## config.mk

```make
export PLATFORM = sky130hd
export DESIGN_NAME = pwm_frame_gen
export DESIGN_NICKNAME = d
export VERILOG_FILES = /design/src/rtl/pwm_pkg.sv /design/src/rtl/pwm_slot_prescaler.sv /design/src/rtl/pwm_slot_counter.sv /design/src/rtl/pwm_duty_compare.sv /design/src/rtl/pwm_frame_gen.sv
export SDC_FILE = /design/constraint.sdc
export NUM_CORES = 1
export LEC_CHECK = 0
export ABC_CLOCK_PERIOD_IN_PS = 2550
export BUFFER_PORTS_ARGS = -buffer_cell sky130_fd_sc_hd__buf_2
export CAP_MARGIN = 20
export CORE_UTILIZATION = 56
export CTS_BUF_LIST = sky130_fd_sc_hd__clkbuf_4 sky130_fd_sc_hd__clkbuf_8
export CTS_CLUSTER_DIAMETER = 50
export DETAILED_ROUTE_END_ITERATION = 12
export GPL_ROUTABILITY_DRIVEN = 0
export MAX_ROUTING_LAYER = met4
export PLACE_DENSITY = 0.86
export SLEW_MARGIN = 10
export SYNTH_ARGS = -nofsm -noshare
export SYNTH_HDL_FRONTEND = slang
export SYNTH_SLANG_ARGS = --single-unit
```

## constraint.sdc

```tcl
create_clock -name clk_i -period 2.55 [get_ports clk_i]
set_input_delay 0.3825 -clock clk_i [delete_from_list [all_inputs] [get_ports clk_i]]
set_output_delay 0.3825 -clock clk_i [all_outputs]
set_load 0.01 [all_outputs]
```

## src/rtl/pwm_pkg.sv

```systemverilog
package pwm_pkg;
    localparam int unsigned DEFAULT_DUTY_W = 8;
    localparam int unsigned DEFAULT_TICKS  = 15625;

    // clock cycles per slot for a given clock (kHz), frame length (us) and slot count
    function automatic int unsigned slot_ticks(longint unsigned clk_khz,
                                               longint unsigned frame_us,
                                               longint unsigned slots);
        longint unsigned t;
        t = (clk_khz * frame_us) / (64'd1000 * slots);
        return (t == 0) ? 1 : int'(t);
    endfunction
endpackage

```

## src/rtl/pwm_slot_prescaler.sv

```systemverilog
module pwm_slot_prescaler #(
    parameter int unsigned TICKS_PER_SLOT = pwm_pkg::DEFAULT_TICKS
) (
    input  logic clk_i,
    input  logic rst_i,
    output logic slot_begin_o,
    output logic slot_end_o,
    output logic [((TICKS_PER_SLOT > 1) ? $clog2(TICKS_PER_SLOT) : 1)-1:0] tick_o
);
    localparam int unsigned CW = (TICKS_PER_SLOT > 1) ? $clog2(TICKS_PER_SLOT) : 1;
    localparam logic [CW-1:0] LAST = CW'(TICKS_PER_SLOT - 1);

    typedef struct packed {
        logic [CW-1:0] cnt;
    } pre_state_t;

    pre_state_t s_d, s_q;

    always_comb begin
        s_d = s_q;
        slot_end_o   = (s_q.cnt == LAST);
        slot_begin_o = (s_q.cnt == '0);
        if (slot_end_o) s_d.cnt = '0;
        else            s_d.cnt = s_q.cnt + 1'b1;
    end

    always_ff @(posedge clk_i) begin
        if (rst_i) s_q <= '0;
        else       s_q <= s_d;
    end

    assign tick_o = s_q.cnt;
endmodule

```

## src/rtl/pwm_slot_counter.sv

```systemverilog
module pwm_slot_counter #(
    parameter int unsigned DUTY_W = pwm_pkg::DEFAULT_DUTY_W
) (
    input  logic              clk_i,
    input  logic              rst_i,
    input  logic              slot_begin_i,
    input  logic              slot_end_i,
    output logic [DUTY_W-1:0] slot_o,
    output logic              frame_start_o
);
    typedef struct packed {
        logic [DUTY_W-1:0] slot;
    } slot_state_t;

    slot_state_t s_d, s_q;

    always_comb begin
        s_d = s_q;
        if (slot_end_i) s_d.slot = s_q.slot + 1'b1;
        frame_start_o = slot_begin_i && (s_q.slot == '0);
    end

    always_ff @(posedge clk_i) begin
        if (rst_i) s_q <= '0;
        else       s_q <= s_d;
    end

    assign slot_o = s_q.slot;
endmodule

```

## src/rtl/pwm_duty_compare.sv

```systemverilog
module pwm_duty_compare #(
    parameter int unsigned DUTY_W = pwm_pkg::DEFAULT_DUTY_W
) (
    input  logic              clk_i,
    input  logic              rst_i,
    input  logic              frame_start_i,
    input  logic [DUTY_W-1:0] slot_i,
    input  logic [DUTY_W-1:0] duty_i,
    output logic [DUTY_W-1:0] duty_lat_o,
    output logic              pwm_o
);
    typedef struct packed {
        logic [DUTY_W-1:0] duty;
        logic              pwm;
    } cmp_state_t;

    cmp_state_t s_d, s_q;
    logic [DUTY_W-1:0] eff_duty;

    always_comb begin
        s_d = s_q;
        eff_duty = frame_start_i ? duty_i : s_q.duty;
        s_d.duty = eff_duty;
        s_d.pwm  = (slot_i < eff_duty);
    end

    always_ff @(posedge clk_i) begin
        if (rst_i) s_q <= '0;
        else       s_q <= s_d;
    end

    assign duty_lat_o = s_q.duty;
    assign pwm_o      = s_q.pwm;
endmodule

```

## src/rtl/pwm_frame_gen.sv

```systemverilog
module pwm_frame_gen #(
    parameter int unsigned TICKS_PER_SLOT = pwm_pkg::DEFAULT_TICKS,
    parameter int unsigned DUTY_W         = pwm_pkg::DEFAULT_DUTY_W
) (
    input  logic              clk_i,
    input  logic              rst_i,
    input  logic [DUTY_W-1:0] duty_i,
    output logic              pwm_o
);
    localparam int unsigned CW = (TICKS_PER_SLOT > 1) ? $clog2(TICKS_PER_SLOT) : 1;

    logic              slot_begin;
    logic              slot_end;
    logic [CW-1:0]     tick_cnt;
    logic [DUTY_W-1:0] slot_idx;
    logic              frame_start;
    logic [DUTY_W-1:0] duty_lat;

    pwm_slot_prescaler #(.TICKS_PER_SLOT(TICKS_PER_SLOT)) u_pre (
        .clk_i       (clk_i),
        .rst_i       (rst_i),
        .slot_begin_o(slot_begin),
        .slot_end_o  (slot_end),
        .tick_o      (tick_cnt)
    );

    pwm_slot_counter #(.DUTY_W(DUTY_W)) u_slot (
        .clk_i        (clk_i),
        .rst_i        (rst_i),
        .slot_begin_i (slot_begin),
        .slot_end_i   (slot_end),
        .slot_o       (slot_idx),
        .frame_start_o(frame_start)
    );

    pwm_duty_compare #(.DUTY_W(DUTY_W)) u_cmp (
        .clk_i        (clk_i),
        .rst_i        (rst_i),
        .frame_start_i(frame_start),
        .slot_i       (slot_idx),
        .duty_i       (duty_i),
        .duty_lat_o   (duty_lat),
        .pwm_o        (pwm_o)
    );
endmodule

```

==> run summary, run 1 <==
The first global-routing pass estimated 5871 um of wire. Power comes to 0.0009594 W. The longest clock path from root to sink contains 2 buffers. The category of the critical setup timing path is flip-flop to flip-flop. The sum of overflow across all layers after global routing is 0. The clock network latency to the later pin of the worst-skew pair came out at 0.33 ns.

The first detailed-routing pass took 4 iterations. Counting instances, the worst hold path has a depth of 3. Entering global routing, the biggest net connects 19 pins. In the global route stage, overall resource usage came out at 0.2464. After clock tree synthesis, the clock-pin slew on the worst setup and hold paths is 0.10 ns. The total count of hold-check failures in the final report came out at 0.

In the routed design, unresolved DRC markers number 0. The number of standard-cell rows in the floorplan is 18. The starting utilization of the core area came out at 0.6164. The total number of vias is 1,407. The critical path ends at u_cmp.pwm_o$_SDFF_PP0_. The clock tree synthesis step divided the H-tree into 2 levels.

During synthesis, Yosys emitted a total of 0 warnings. Among all stages on the critical path, the largest delay is contributed by sky130_fd_sc_hd__dfxtp_1. The remaining antenna violation count came out at 0. The TritonCTS clock tree is built. The count of pins over their slew limit was 0. The hold-fix buffer count after cts came out at 0. The worst setup path is captured at a flip-flop.

The net count of the finished layout is 226. Based on the critical path, the design can be clocked at up to 408.7 MHz. The initial antenna violation count is 0. CTS saw 31 sinks. The number of nets handed over by synthesis was 211. The post-synthesis cell type count came out at 34. The final routed wirelength across all metal layers is 3430 um.

At the pin with the least slew margin, the transition time is 0.4976 ns. The number of buffers and inverters on the critical path is 2. The cell family contributing the most delay on the critical path is compound AO/OA/AOI/OAI gates. The core region is 2590 um2. The count of buffers added on input and output ports is 10.

Data on the critical path is required at its endpoint by 2.82 ns. The leakage power total came out at 0.7095 nW. Counting flops and latches in the post-synthesis netlist gives 31. The total of endpoints with negative setup slack in the final report is 0. The top fanout value on the critical path is 9.

The slack of the worst reg-to-reg path came out at 0.10 ns. The path category of the worst min-delay check is input pin to flip-flop. The average cell area after synthesis is 8.403 um2. The root buffer cell is sky130_fd_sc_hd__clkbuf_4. Dividing the final minimum period by the clock period gives 0.9596.

The worst register-to-register path begins at u_slot.slot_o[0]$_SDFFE_PP0P_. The share of the Yosys chip area taken by registers is 0.3887. STA classifies the critical path startpoint as a flip-flop. After clock tree synthesis, the setup repair step added 0 buffers.

The stage delay of the slowest cell on the critical path came out at 0.32 ns. The mean number of vias per cell came out at 5.962. The number of global-route vias before repair was 1,383. The floorplan die area is 3069 um2. Summed over all nets, the half-perimeter wirelength after detailed placement is 2493 um. The share of final-layout standard cells stronger than drive strength 1 is 0.1505. The length in cells of the worst reg-to-reg path came out at 12. Walking the worst path, the cells encountered are inv_1 > ha_1 > nor3b_2 > nand4_1 > buf_4 > o21ai_1 > and2_1 > ha_1 > o21a_1 > o211ai_1 > o2111ai_1 > a31oi_1. The final core utilization came out at 0.6923. The die boundary width came out at 55.40 um.

After layout, the minimum clock period comes to 2.447 ns. The worst register-to-register path ends at u_cmp.pwm_o$_SDFF_PP0_. The top-level port count came out at 11. The final antenna diode count is 0. Data arrives at the worst endpoint at 2.71 ns.

Dividing total power by cell area gives a power density of 535.1 nW/um2. The run finished with clean final reports. The worst setup skew after layout came out at 0.01134 ns. Synthesis handed over a netlist of 190 instances. The detailed-route wire length per cell came out at 14.53 um. The total clock buffers created by CTS is 5. The area overhead of the layout relative to synthesis came out at 12.30%.

The DRC marker count from the first detailed-route iteration came out at 49. The total standard cell area after synthesis is 1597 um2. The cell total after placement is 228. The height of the die is 55.40 um. The most prevalent standard cell on the critical path is sky130_fd_sc_hd__ha_1.

The most critical setup path has its startpoint at u_slot.slot_o[0]$_SDFFE_PP0P_. The worst slew margin relative to its limit is 0.6682. The cell depth of the worst setup path came out at 12. The non-filler instance count after layout is 236. The peak ir drop on the vdd network came out at 546.0 uV. The number of max-capacitance violations reported is 0.
==> final cells by class <==
cell class | count | area (um2)
repair buffers | 14 | 80.08
well taps | 30 | 37.54
flip-flops and latches | 31 | 620.6
multi-input cells | 144 | 948.4
inverters | 9 | 33.78
fillers | 213 | 797.0
clock buffers | 8 | 72.57
==> worst min-delay path by stage <==
stage,end,start
after floorplan,u_pre.tick_o[0]$_SDFF_PP0_,u_pre.tick_o[0]$_SDFF_PP0_
after global placement,u_pre.tick_o[0]$_SDFF_PP0_,u_pre.tick_o[0]$_SDFF_PP0_
after detailed placement,u_pre.tick_o[0]$_SDFF_PP0_,u_pre.tick_o[0]$_SDFF_PP0_
after CTS,u_cmp.duty_lat_o[3]$_SDFF_PP0_,duty_i[3]
after global routing,u_cmp.duty_lat_o[2]$_SDFF_PP0_,duty_i[2]
final,u_cmp.duty_lat_o[3]$_SDFF_PP0_,duty_i[3]
==> cells by family (layout without fill, tap and decap cells) <==
logic type	count (synthesis)	in the layout	synth area share
and+or+nand+nor	84	84	0.2884
xor gates and xnor gates	13	13	0.07132
DFF	31	31	0.3887
AOI/OAI and AO/OA	35	35	0.1223
muxes	1	1	0.006270
buffers and inverters	15	31	0.03683
adders and majority gates	11	11	0.08621
==> worst reg2reg max path, stage by stage, from the launching register on <==
cell	delay, ns
sky130_fd_sc_hd__dfxtp_1	0.32
sky130_fd_sc_hd__inv_1	0.11
sky130_fd_sc_hd__ha_1	0.15
sky130_fd_sc_hd__nor3b_2	0.21
sky130_fd_sc_hd__nand4_1	0.13
sky130_fd_sc_hd__buf_4	0.19
sky130_fd_sc_hd__o21ai_1	0.16
sky130_fd_sc_hd__and2_1	0.16
sky130_fd_sc_hd__ha_1	0.23
sky130_fd_sc_hd__o21a_1	0.19
sky130_fd_sc_hd__o211ai_1	0.22
sky130_fd_sc_hd__o2111ai_1	0.17
sky130_fd_sc_hd__a31oi_1	0.15
==> state kept, by name, indices dropped and copies added (netlist names) <==
signal / flops
u_pre.tick_o: 14
u_cmp.duty_lat_o: 8
u_slot.slot_o: 8
u_cmp.pwm_o: 1
==> cells in the final DEF (no fill, tap or decap), types with 2 or more instances in the layout <==
master | Yosys | layout
sky130_fd_sc_hd__or3_1 | 5 | 5
sky130_fd_sc_hd__clkbuf_8 | 0 | 2
sky130_fd_sc_hd__a21oi_1 | 14 | 14
sky130_fd_sc_hd__nand4_1 | 6 | 6
sky130_fd_sc_hd__and3_1 | 3 | 3
sky130_fd_sc_hd__nand3_1 | 14 | 14
sky130_fd_sc_hd__clkbuf_4 | 0 | 6
sky130_fd_sc_hd__o21ai_0 | 13 | 11
sky130_fd_sc_hd__xor2_1 | 2 | 2
sky130_fd_sc_hd__dfxtp_1 | 31 | 31
sky130_fd_sc_hd__o21ai_1 | 0 | 2
sky130_fd_sc_hd__xnor2_1 | 11 | 11
sky130_fd_sc_hd__and2_1 | 9 | 8
sky130_fd_sc_hd__buf_4 | 0 | 4
sky130_fd_sc_hd__a211oi_1 | 2 | 2
sky130_fd_sc_hd__nor4_1 | 5 | 3
sky130_fd_sc_hd__buf_2 | 2 | 10
sky130_fd_sc_hd__nor3_1 | 4 | 4
sky130_fd_sc_hd__nor4_2 | 0 | 2
sky130_fd_sc_hd__inv_1 | 9 | 9
sky130_fd_sc_hd__nor2_1 | 20 | 20
sky130_fd_sc_hd__ha_1 | 11 | 11
sky130_fd_sc_hd__nand2_1 | 10 | 9
==> cell usage after synthesis <==
cell type	n	share of area
sky130_fd_sc_hd__nand4_2	1	0.0078
sky130_fd_sc_hd__and2_1	9	0.035
sky130_fd_sc_hd__nor3b_1	1	0.0047
sky130_fd_sc_hd__o31ai_1	1	0.0047
sky130_fd_sc_hd__nand2b_1	1	0.0039
sky130_fd_sc_hd__inv_1	9	0.021
sky130_fd_sc_hd__o211ai_1	1	0.0047
sky130_fd_sc_hd__clkbuf_1	4	0.0094
sky130_fd_sc_hd__nor3b_2	1	0.0078
sky130_fd_sc_hd__nand2_1	10	0.024
sky130_fd_sc_hd__buf_2	2	0.0063
sky130_fd_sc_hd__nor3_1	4	0.013
sky130_fd_sc_hd__a21oi_1	14	0.044
sky130_fd_sc_hd__dfxtp_1	31	0.39
sky130_fd_sc_hd__mux2i_1	1	0.0063
sky130_fd_sc_hd__xnor2_1	11	0.060
sky130_fd_sc_hd__o2111ai_1	1	0.0055
sky130_fd_sc_hd__a31oi_1	1	0.0039
sky130_fd_sc_hd__nor4_4	1	0.013
sky130_fd_sc_hd__nor2b_1	1	0.0039
sky130_fd_sc_hd__nor4_1	5	0.020
sky130_fd_sc_hd__nor2_1	20	0.047
sky130_fd_sc_hd__nand4_1	6	0.024
sky130_fd_sc_hd__and4_1	1	0.0055
sky130_fd_sc_hd__a21o_1	1	0.0047
sky130_fd_sc_hd__o21a_1	1	0.0047
sky130_fd_sc_hd__ha_1	11	0.086
sky130_fd_sc_hd__o21ai_0	13	0.041
sky130_fd_sc_hd__and3_1	3	0.012
sky130_fd_sc_hd__or4_1	1	0.0047
sky130_fd_sc_hd__or3_1	5	0.020
sky130_fd_sc_hd__a211oi_1	2	0.0094
sky130_fd_sc_hd__xor2_1	2	0.011
sky130_fd_sc_hd__nand3_1	14	0.044
==> through the flow <==
stage	hold WS (ns)	instance area (um2)	setup TNS, ns	setup WS, ns
final	0.3117	1793	0	0.1030
after global routing	0.3149	1793	-0.006867	-0.006867
after CTS	0.3052	1767	0	0.006029
after detailed placement	0.4545	1689	-0.04855	-0.04855
after global placement	0.4410	1689	0	0.1092
after floorplan	0.4300	1597	0	0.1154
==> what timing repair did <==
| item | 4_1_cts | 5_1_grt |
|---|---|---|
| setup endpoints to repair | 1 | 1 |
| resized for setup | 3 | 8 |
| hold endpoints to repair | 0 | 0 |
| cloned | 0 | 0 |
==> report_power, final <==
part	switching [W]	leakage (nW)	internal [W]
Sequential	0.00000723	0.252	0.000501
Clock	0.000162	0.0420	0.000173
Combinational	0.0000652	0.415	0.0000512
Total	0.000234	0.710	0.000725
==> routing by layer <==
metal	GRT usage	routed length, um
met2	0.4286	1893
met5	-	0
met4	0.08214	56
met3	0.07260	122
met1	0.2676	1357
Power figures use the tool's default switching activity.
==> run 2, diff against run 1 <==
Settings changed: ABC_AREA set to 1, PLACE_DENSITY 0.86 to 0.85.
==> run summary, run 2 <==
The count of pins over their slew limit came to 0. The post-synthesis compound-gate area fraction came out at 0.07901. The share of final-layout standard cells stronger than drive strength 1 came out at 0.1942. In this run the count of I/O pins placed on the die edge is 11. After clock tree synthesis, the clock-pin slew on the worst setup and hold paths is 0.10 ns. The sum of overflow across all layers after global routing came out at 0.

The core outline area is 2829 um2. Summing every instance area after synthesis gives 1710 um2. The total number of vias came out at 1,440. The DRC violation count after routing came out at 0.

The die boundary width is 57.27 um. The flow ran to the end, and the final reports show no timing, DRC or antenna violations. In the synthesized netlist the dominant register cell turns out to be sky130_fd_sc_hd__dfxtp_1.

The async set or reset register ratio after synthesis is 0. The net count of the finished layout is 262. The worst-case IR drop observed on VDD is 354.3 uV.

Yosys instantiated no cell more often than sky130_fd_sc_hd__nand2_1. The maximum count of clock buffers along a single path came out at 2. The adder-cell share of the synthesized area came out at 0.08047. The measured slew at the worst slew-check pin came out at 0.3778 ns. The top fanout value on the critical path came out at 8. Clock latency on the worst-skew pair, taken at its later pin, is 0.33 ns. The tree is rooted in a sky130_fd_sc_hd__clkbuf_4. The area overhead of the layout relative to synthesis came out at 8.047%. In the post-synthesis netlist, the biggest area contributors are sky130_fd_sc_hd__dfxtp_1 (36%), sky130_fd_sc_hd__nand2_1 (8.1%), sky130_fd_sc_hd__ha_1 (8.0%).

In this run, synthesis inferred 0 flip-flops with an integrated enable. The synthesized design spends more area on one cell type than any other, namely sky130_fd_sc_hd__dfxtp_1. The detailed-route wire length per cell is 11.43 um. The floorplan die area is 3279 um2.

The global routing stage identified its most utilized layer as met2. The met3 track utilization from global routing came out at 0.05442. After synthesis, the largest family of logic cells by area is simple AND/OR/NAND/NOR gates. The worst path meets setup with 0.5022 ns of slack. Once the clock tree was built, the resizer swapped 0 gates to a different size. The initial antenna violation count is 0.

For the worst setup path, the data required time is 2.82 ns. The clock tree synthesis step divided the H-tree into 2 levels. The average cell area after synthesis came out at 7.568 um2. The number of global-route vias before repair is 1,333. The worst hold path belongs to the class input pin to flip-flop. The critical path is of the flip-flop to flip-flop type. The global-route wire length before repair came out at 5492 um. The arrival time at the worst endpoint is 2.32 ns.

The final HPWL from detailed placement came out at 2435 um. The synthesized flop and latch total is 31. Setup repair after global routing left no endpoint under its margin. The nature of the critical path endpoint is a flip-flop.

The total clock sinks came out at 31. The remaining antenna violation count is 0. The initialized floorplan defines 19 standard-cell rows.

The flip-flop count of the largest register, all copies and words added is 14. TritonCTS built the clock tree. The largest net degree at the start of global routing came out at 15. The fraction of post-synthesis cell area in the top cell type by area is 0.3628. The count of mapped cells out of synthesis is 226. The routing usage on met2 is 0.3681.

The number of buffers inserted to repair setup after CTS came out at 0. The final setup TNS is 0 ns. The total iterations of the first detailed-routing run came out at 4. The share of the clock period used by the worst path came out at 0.8031. Measured against the total synthesized area, the mux share comes to 0.04097.

The worst setup slack after placement is 0.5015 ns. The final antenna diode count is 0. The power per standard cell area is 497.5 nW/um2. The basic-gate share of the synthesized area counting and, or, nand and nor cells is 0.3526. Input and output buffers added on the ports amount to 10. The clock arrives with 0.01244 ns of skew. The met1 usage came out at 0.2599. The starting utilization of the core area came out at 0.6046. The worst pin sits at a relative slew slack of 0.7462.

The post-synthesis sequential area ratio came out at 0.3628. Derived from the worst setup path, the maximum achievable clock frequency is 488.3 MHz. The mean number of vias per cell came out at 5.275. The total of endpoints with negative setup slack in the final report is 0. The final routed wirelength across all metal layers came out at 3120 um.

Of the total synthesized cell area, the portion taken by XOR and XNOR cells is 0.01024. In this run the static leakage power is 0.8142 nW. The floorplan step set the die height to 57.27 um. The post-synthesis cell type count is 32. Yosys printed 0 warnings. Leaving out fill and tap cells, the most frequent cells in the layout are sky130_fd_sc_hd__nand2_1 (37), sky130_fd_sc_hd__nor2_1 (33), sky130_fd_sc_hd__dfxtp_1 (31).

The total count of hold-check failures in the final report came to 0. The hold-fix buffer count after cts is 0. The DRC marker count from the first detailed-route iteration came out at 50. STA classifies the critical path startpoint as a flip-flop. In the global route stage, overall resource usage came out at 0.2265.

After synthesis, the most frequently instantiated cells are sky130_fd_sc_hd__nand2_1 (37), sky130_fd_sc_hd__nor2_1 (33), sky130_fd_sc_hd__dfxtp_1 (31). The smallest clock period supported by the final layout is computed as 2.048 ns. The synthesized netlist net count is 247. The number of max-capacitance violations reported came out at 0. The total clock buffers created by CTS came out at 5. The library cell used most frequently in the layout, excluding fill and tap cells, is sky130_fd_sc_hd__nand2_1.
==> run 2: cell types whose count changed in the layout (fill, tap and decap cells not counted), moves of 6 or more <==
cell	change
sky130_fd_sc_hd__xnor2_1	-10
sky130_fd_sc_hd__and2_1	-8
sky130_fd_sc_hd__nor2_2	+7
sky130_fd_sc_hd__o21ai_0	-7
sky130_fd_sc_hd__nand2_1	+28
sky130_fd_sc_hd__inv_1	+16
sky130_fd_sc_hd__nor2_1	+13
sky130_fd_sc_hd__mux2i_1	+6
==> run 2: cell families (layout without fill, tap and decap cells) <==
group,after synthesis,count (layout)
AOI/OAI and AO/OA,25,25
xor gates and xnor gates,2,2
adders and majority gates,11,11
buffers and inverters,33,49
DFF,31,31
muxes,7,7
and+or+nand+nor,117,117
==> run 2: metrics by stage <==
step	hold WS (ns)	util	instances	instance area [um2]	power [W]
2_1_floorplan	0.4300	-	226	1710	0.0006133
3_5_place_dp	0.4554	0.6329	265	1790	0.0006430
4_1_cts	0.3081	0.6533	273	1848	0.0009256
5_1_grt	0.3335	0.6533	273	1848	0.0009712
6_report	0.3093	0.6533	273	1848	0.0009194
3_3_place_gp	0.4469	0.6329	265	1790	0.0006358
==> run 2: power by group <==
part	total [W]	internal, W	switching [W]
sequential	0.000509	0.000502	0.00000713
clock	0.000288	0.000129	0.000160
combinational	0.000122	0.0000502	0.0000721
==> run 2: worst paths after layout <==
check	start	end	slack [ns]	depth (start not counted)
worst max-delay path	u_pre.tick_o[0]$_SDFF_PP0_	u_cmp.pwm_o$_SDFF_PP0_	0.50	10
worst min-delay path	duty_i[4]	u_cmp.duty_lat_o[4]$_SDFF_PP0_	0.31	3
worst max register to register	u_pre.tick_o[0]$_SDFF_PP0_	u_cmp.pwm_o$_SDFF_PP0_	0.50	10
worst min register to register	u_pre.tick_o[0]$_SDFF_PP0_	u_pre.tick_o[0]$_SDFF_PP0_	0.47	1
==> run 2: metal layers <==
layer,up-vias,part of all wire
li1,757,-
met1,645,0.47
met2,25,0.47
met3,13,0.032
met4,0,0.025
met5,-,0
==> run 2: area by class of cell <==
| type | count | area (um2) |
|---|---|---|
| Fill cell | 231 | 980.9 |
| Multi-Input combinational cell | 162 | 963.4 |
| Sequential cell | 31 | 620.6 |
| Inverter | 31 | 117.6 |
| Clock buffer | 7 | 52.55 |
| Timing Repair Buffer | 10 | 50.05 |
| Tap cell | 31 | 38.79 |
| Clock inverter | 1 | 5.005 |
==> run 2: critical path, stage by stage, from the launching register on <==
cell and delay [ns]:
sky130_fd_sc_hd__dfxtp_1 0.34, sky130_fd_sc_hd__inv_1 0.07, sky130_fd_sc_hd__ha_1 0.24, sky130_fd_sc_hd__nand2_1 0.09, sky130_fd_sc_hd__nor2_2 0.15, sky130_fd_sc_hd__nand3_4 0.19
sky130_fd_sc_hd__mux2i_1 0.25, sky130_fd_sc_hd__ha_1 0.28, sky130_fd_sc_hd__a21oi_1 0.16, sky130_fd_sc_hd__o211ai_1 0.13, sky130_fd_sc_hd__a21oi_2 0.11
==> run 3, diff against run 2 <==
Settings changed: ABC_CLOCK_PERIOD_IN_PS 2550 to 2000, CORE_UTILIZATION 56 to 62, PLACE_DENSITY 0.85 to 0.89.
Clock period 2.55 ns to 2 ns, I/O delays scaled along.
==> run summary, run 3 (synthesis results as in run 2) <==
The flow ran to the end, and the final reports show no timing, DRC or antenna violations. The first global-routing pass estimated 4954 um of wire. Pin placement for this block handled 11 I/O pins.

The worst setup path is launched from a flip-flop. Walking the worst path, the cells encountered are inv_2 > ha_4 > nand3_4 > nor2_4 > nand3_4 > buf_4 > mux2i_1 > ha_1 > a21oi_1 > o211ai_1 > a21oi_2. At the worst endpoint, the arrival time is 2.17 ns.

The detailed router placed 1,531 vias in this run. The critical path is of the flip-flop to flip-flop type. After detailed routing, the average wire length per cell comes to 13.12 um.

The total clock sinks came out at 31. The peak ir drop on the vdd network is 539.2 uV. The final setup TNS is 0 ns. The path category of the worst min-delay check is input pin to flip-flop.

Entering global routing, the biggest net connects 15 pins. The library cell used most frequently in the layout, excluding fill and tap cells, is sky130_fd_sc_hd__nand2_1. The DRC violation count after routing came out at 0. The number of global-route vias before repair came out at 1,274. The worst path in the final design needs a cycle of 1.937 ns, including I/O delays and setup. The most prevalent standard cell on the critical path is sky130_fd_sc_hd__nand3_4. Dividing the final minimum period by the clock period gives 0.9685. The data required time of the worst path came out at 2.23 ns.

The number of standard-cell rows in the floorplan is 18. The flip-flop count of the largest register, all copies and words added is 14. The nature of the critical path endpoint is a flip-flop. The maximum count of clock buffers along a single path came out at 2. The stage delay of the slowest cell on the critical path came out at 0.34 ns.

The worst hold path begins at duty_i[2]. The source of the critical timing path is u_slot.slot_o[1]$_SDFFE_PP0P_. The initial antenna violation count came out at 0. The floorplan step set the die height to 54.53 um. The share of final-layout standard cells stronger than drive strength 1 is 0.3147. The TritonCTS clock tree is built. Wires add up to 3686 um. Between clock sinks in the finished design, the worst skew comes to 0.009200 ns.

The top fanout value on the critical path came out at 8. The mean number of vias per cell came out at 5.448. The remaining antenna violation count came out at 0. The DRC marker count from the first detailed-route iteration came out at 54.

The H-tree depth came out at 2. The count of pins over their slew limit came to 0. The area overhead of the layout relative to synthesis is 17.26%.

The die boundary width came out at 54.53 um. The initial utilization of the core area, before any placement, comes to 0.6721. The floorplan die area is 2973 um2. The leakage power total came out at 0.8775 nW. The count of port buffers added during placement is 10. After legalization and detailed placement, the total HPWL measured 2507 um. The worst slew margin relative to its limit came out at 0.7460. The total of endpoints with negative setup slack in the final report came out at 0. The number of max-capacitance violations reported came out at 0. The final antenna diode count is 0.

The CTS clock-pin slew for the worst setup and hold paths is 0.09 ns. At the pin with the least slew margin, the transition time is 0.3781 ns. The total iterations of the first detailed-routing run is 4. The cell sitting at the root of the clock tree is a sky130_fd_sc_hd__clkbuf_4. In the layout the commonest cells are sky130_fd_sc_hd__nand2_1 (35), sky130_fd_sc_hd__nor2_1 (30), sky130_fd_sc_hd__dfxtp_1 (23). The region available for standard cell placement spans 2545 um2. Static timing analysis puts the maximum clock frequency at 516.2 MHz. The total count of hold-check failures in the final report came out at 0. The clock network latency to the later pin of the worst-skew pair is 0.33 ns. In this run, post-CTS hold repair placed 0 buffers. In the global route stage, overall resource usage came out at 0.2491.

For this design, the slowest cell found on the critical path is sky130_fd_sc_hd__dfxtp_2. The power per standard cell area is 605.2 nW/um2. The launch point of the worst reg-to-reg path is u_slot.slot_o[1]$_SDFFE_PP0P_. Global routing finished with a remaining overflow of 0. The final hold slack is 0.2254 ns.

The total power draw came out at 0.001214 W. TritonCTS created 5 clock buffers. The net count of the finished layout came out at 272.
run 3: cell types whose count changed in the layout (fill, tap and decap cells not counted), moves of 3 or more:
cell,before,now
sky130_fd_sc_hd__inv_1,25,21
sky130_fd_sc_hd__dfxtp_1,31,23
sky130_fd_sc_hd__inv_2,5,9
sky130_fd_sc_hd__mux2i_1,7,4
sky130_fd_sc_hd__nor2_1,33,30
sky130_fd_sc_hd__buf_4,0,10
sky130_fd_sc_hd__dfxtp_2,0,8
run 3: worst paths after layout:
check	endpoint	slack, ns	depth (start not counted)
max reg2reg	u_cmp.pwm_o$_SDFF_PP0_	0.06	11
min	u_cmp.duty_lat_o[2]$_SDFF_PP0_	0.23	3
max	u_cmp.pwm_o$_SDFF_PP0_	0.06	11
min reg2reg	u_pre.tick_o[0]$_SDFF_PP0_	0.45	1
run 3: repair_timing:
action / in CTS / in global routing
endpoints found under the setup margin: 0 / 1
gates resized for setup: 0 / 28
setup buffers: 0 / 4
hold endpoints to repair: 0 / 0
run 3: final cells by class:
class,count,area (um2)
Clock inverter,1,5.005
Multi-Input combinational cell,162,1039
Clock buffer,6,51.30
Tap cell,30,37.54
Fill cell,187,539.3
Sequential cell,31,630.6
Inverter,31,117.6
Timing Repair Buffer,20,125.1
run 3: report_power, final:
| group | internal, W | total (W) | switching, W |
|---|---|---|---|
| Clock | 0.000163 | 0.000367 | 0.000205 |
| Combinational | 0.0000879 | 0.000194 | 0.000106 |
| Sequential | 0.000640 | 0.000652 | 0.0000120 |
| Total | 0.000891 | 0.00121 | 0.000323 |
run 3: through the flow:
stage,instances,setup slack (ns),util,cell area [um2]
6_report,281,0.06294,0.7881,2006
5_1_grt,281,-0.02493,0.7881,2006
4_1_cts,277,0.004110,0.7429,1891
3_5_place_dp,270,0.02124,0.7207,1834
3_3_place_gp,270,0.1254,0.7207,1834
2_1_floorplan,226,0.1712,-,1710
run 3: critical path: cells and delay by family (launching register included):
family,cells,cell delay (ns)
fa+ha+maj,2,0.34
mux,1,0.21
compound gates,3,0.30
buf+inv,2,0.26
simple gates,3,0.38
flops,1,0.34
run 3: metal layers:
layer | track usage | vias up | share of wire
met2 | 0.4675 | 40 | 0.53
met1 | 0.2331 | 694 | 0.40
li1 | - | 777 | -
met4 | 0.1154 | 0 | 0.034
met3 | 0.06389 | 20 | 0.038
met5 | - | - | 0
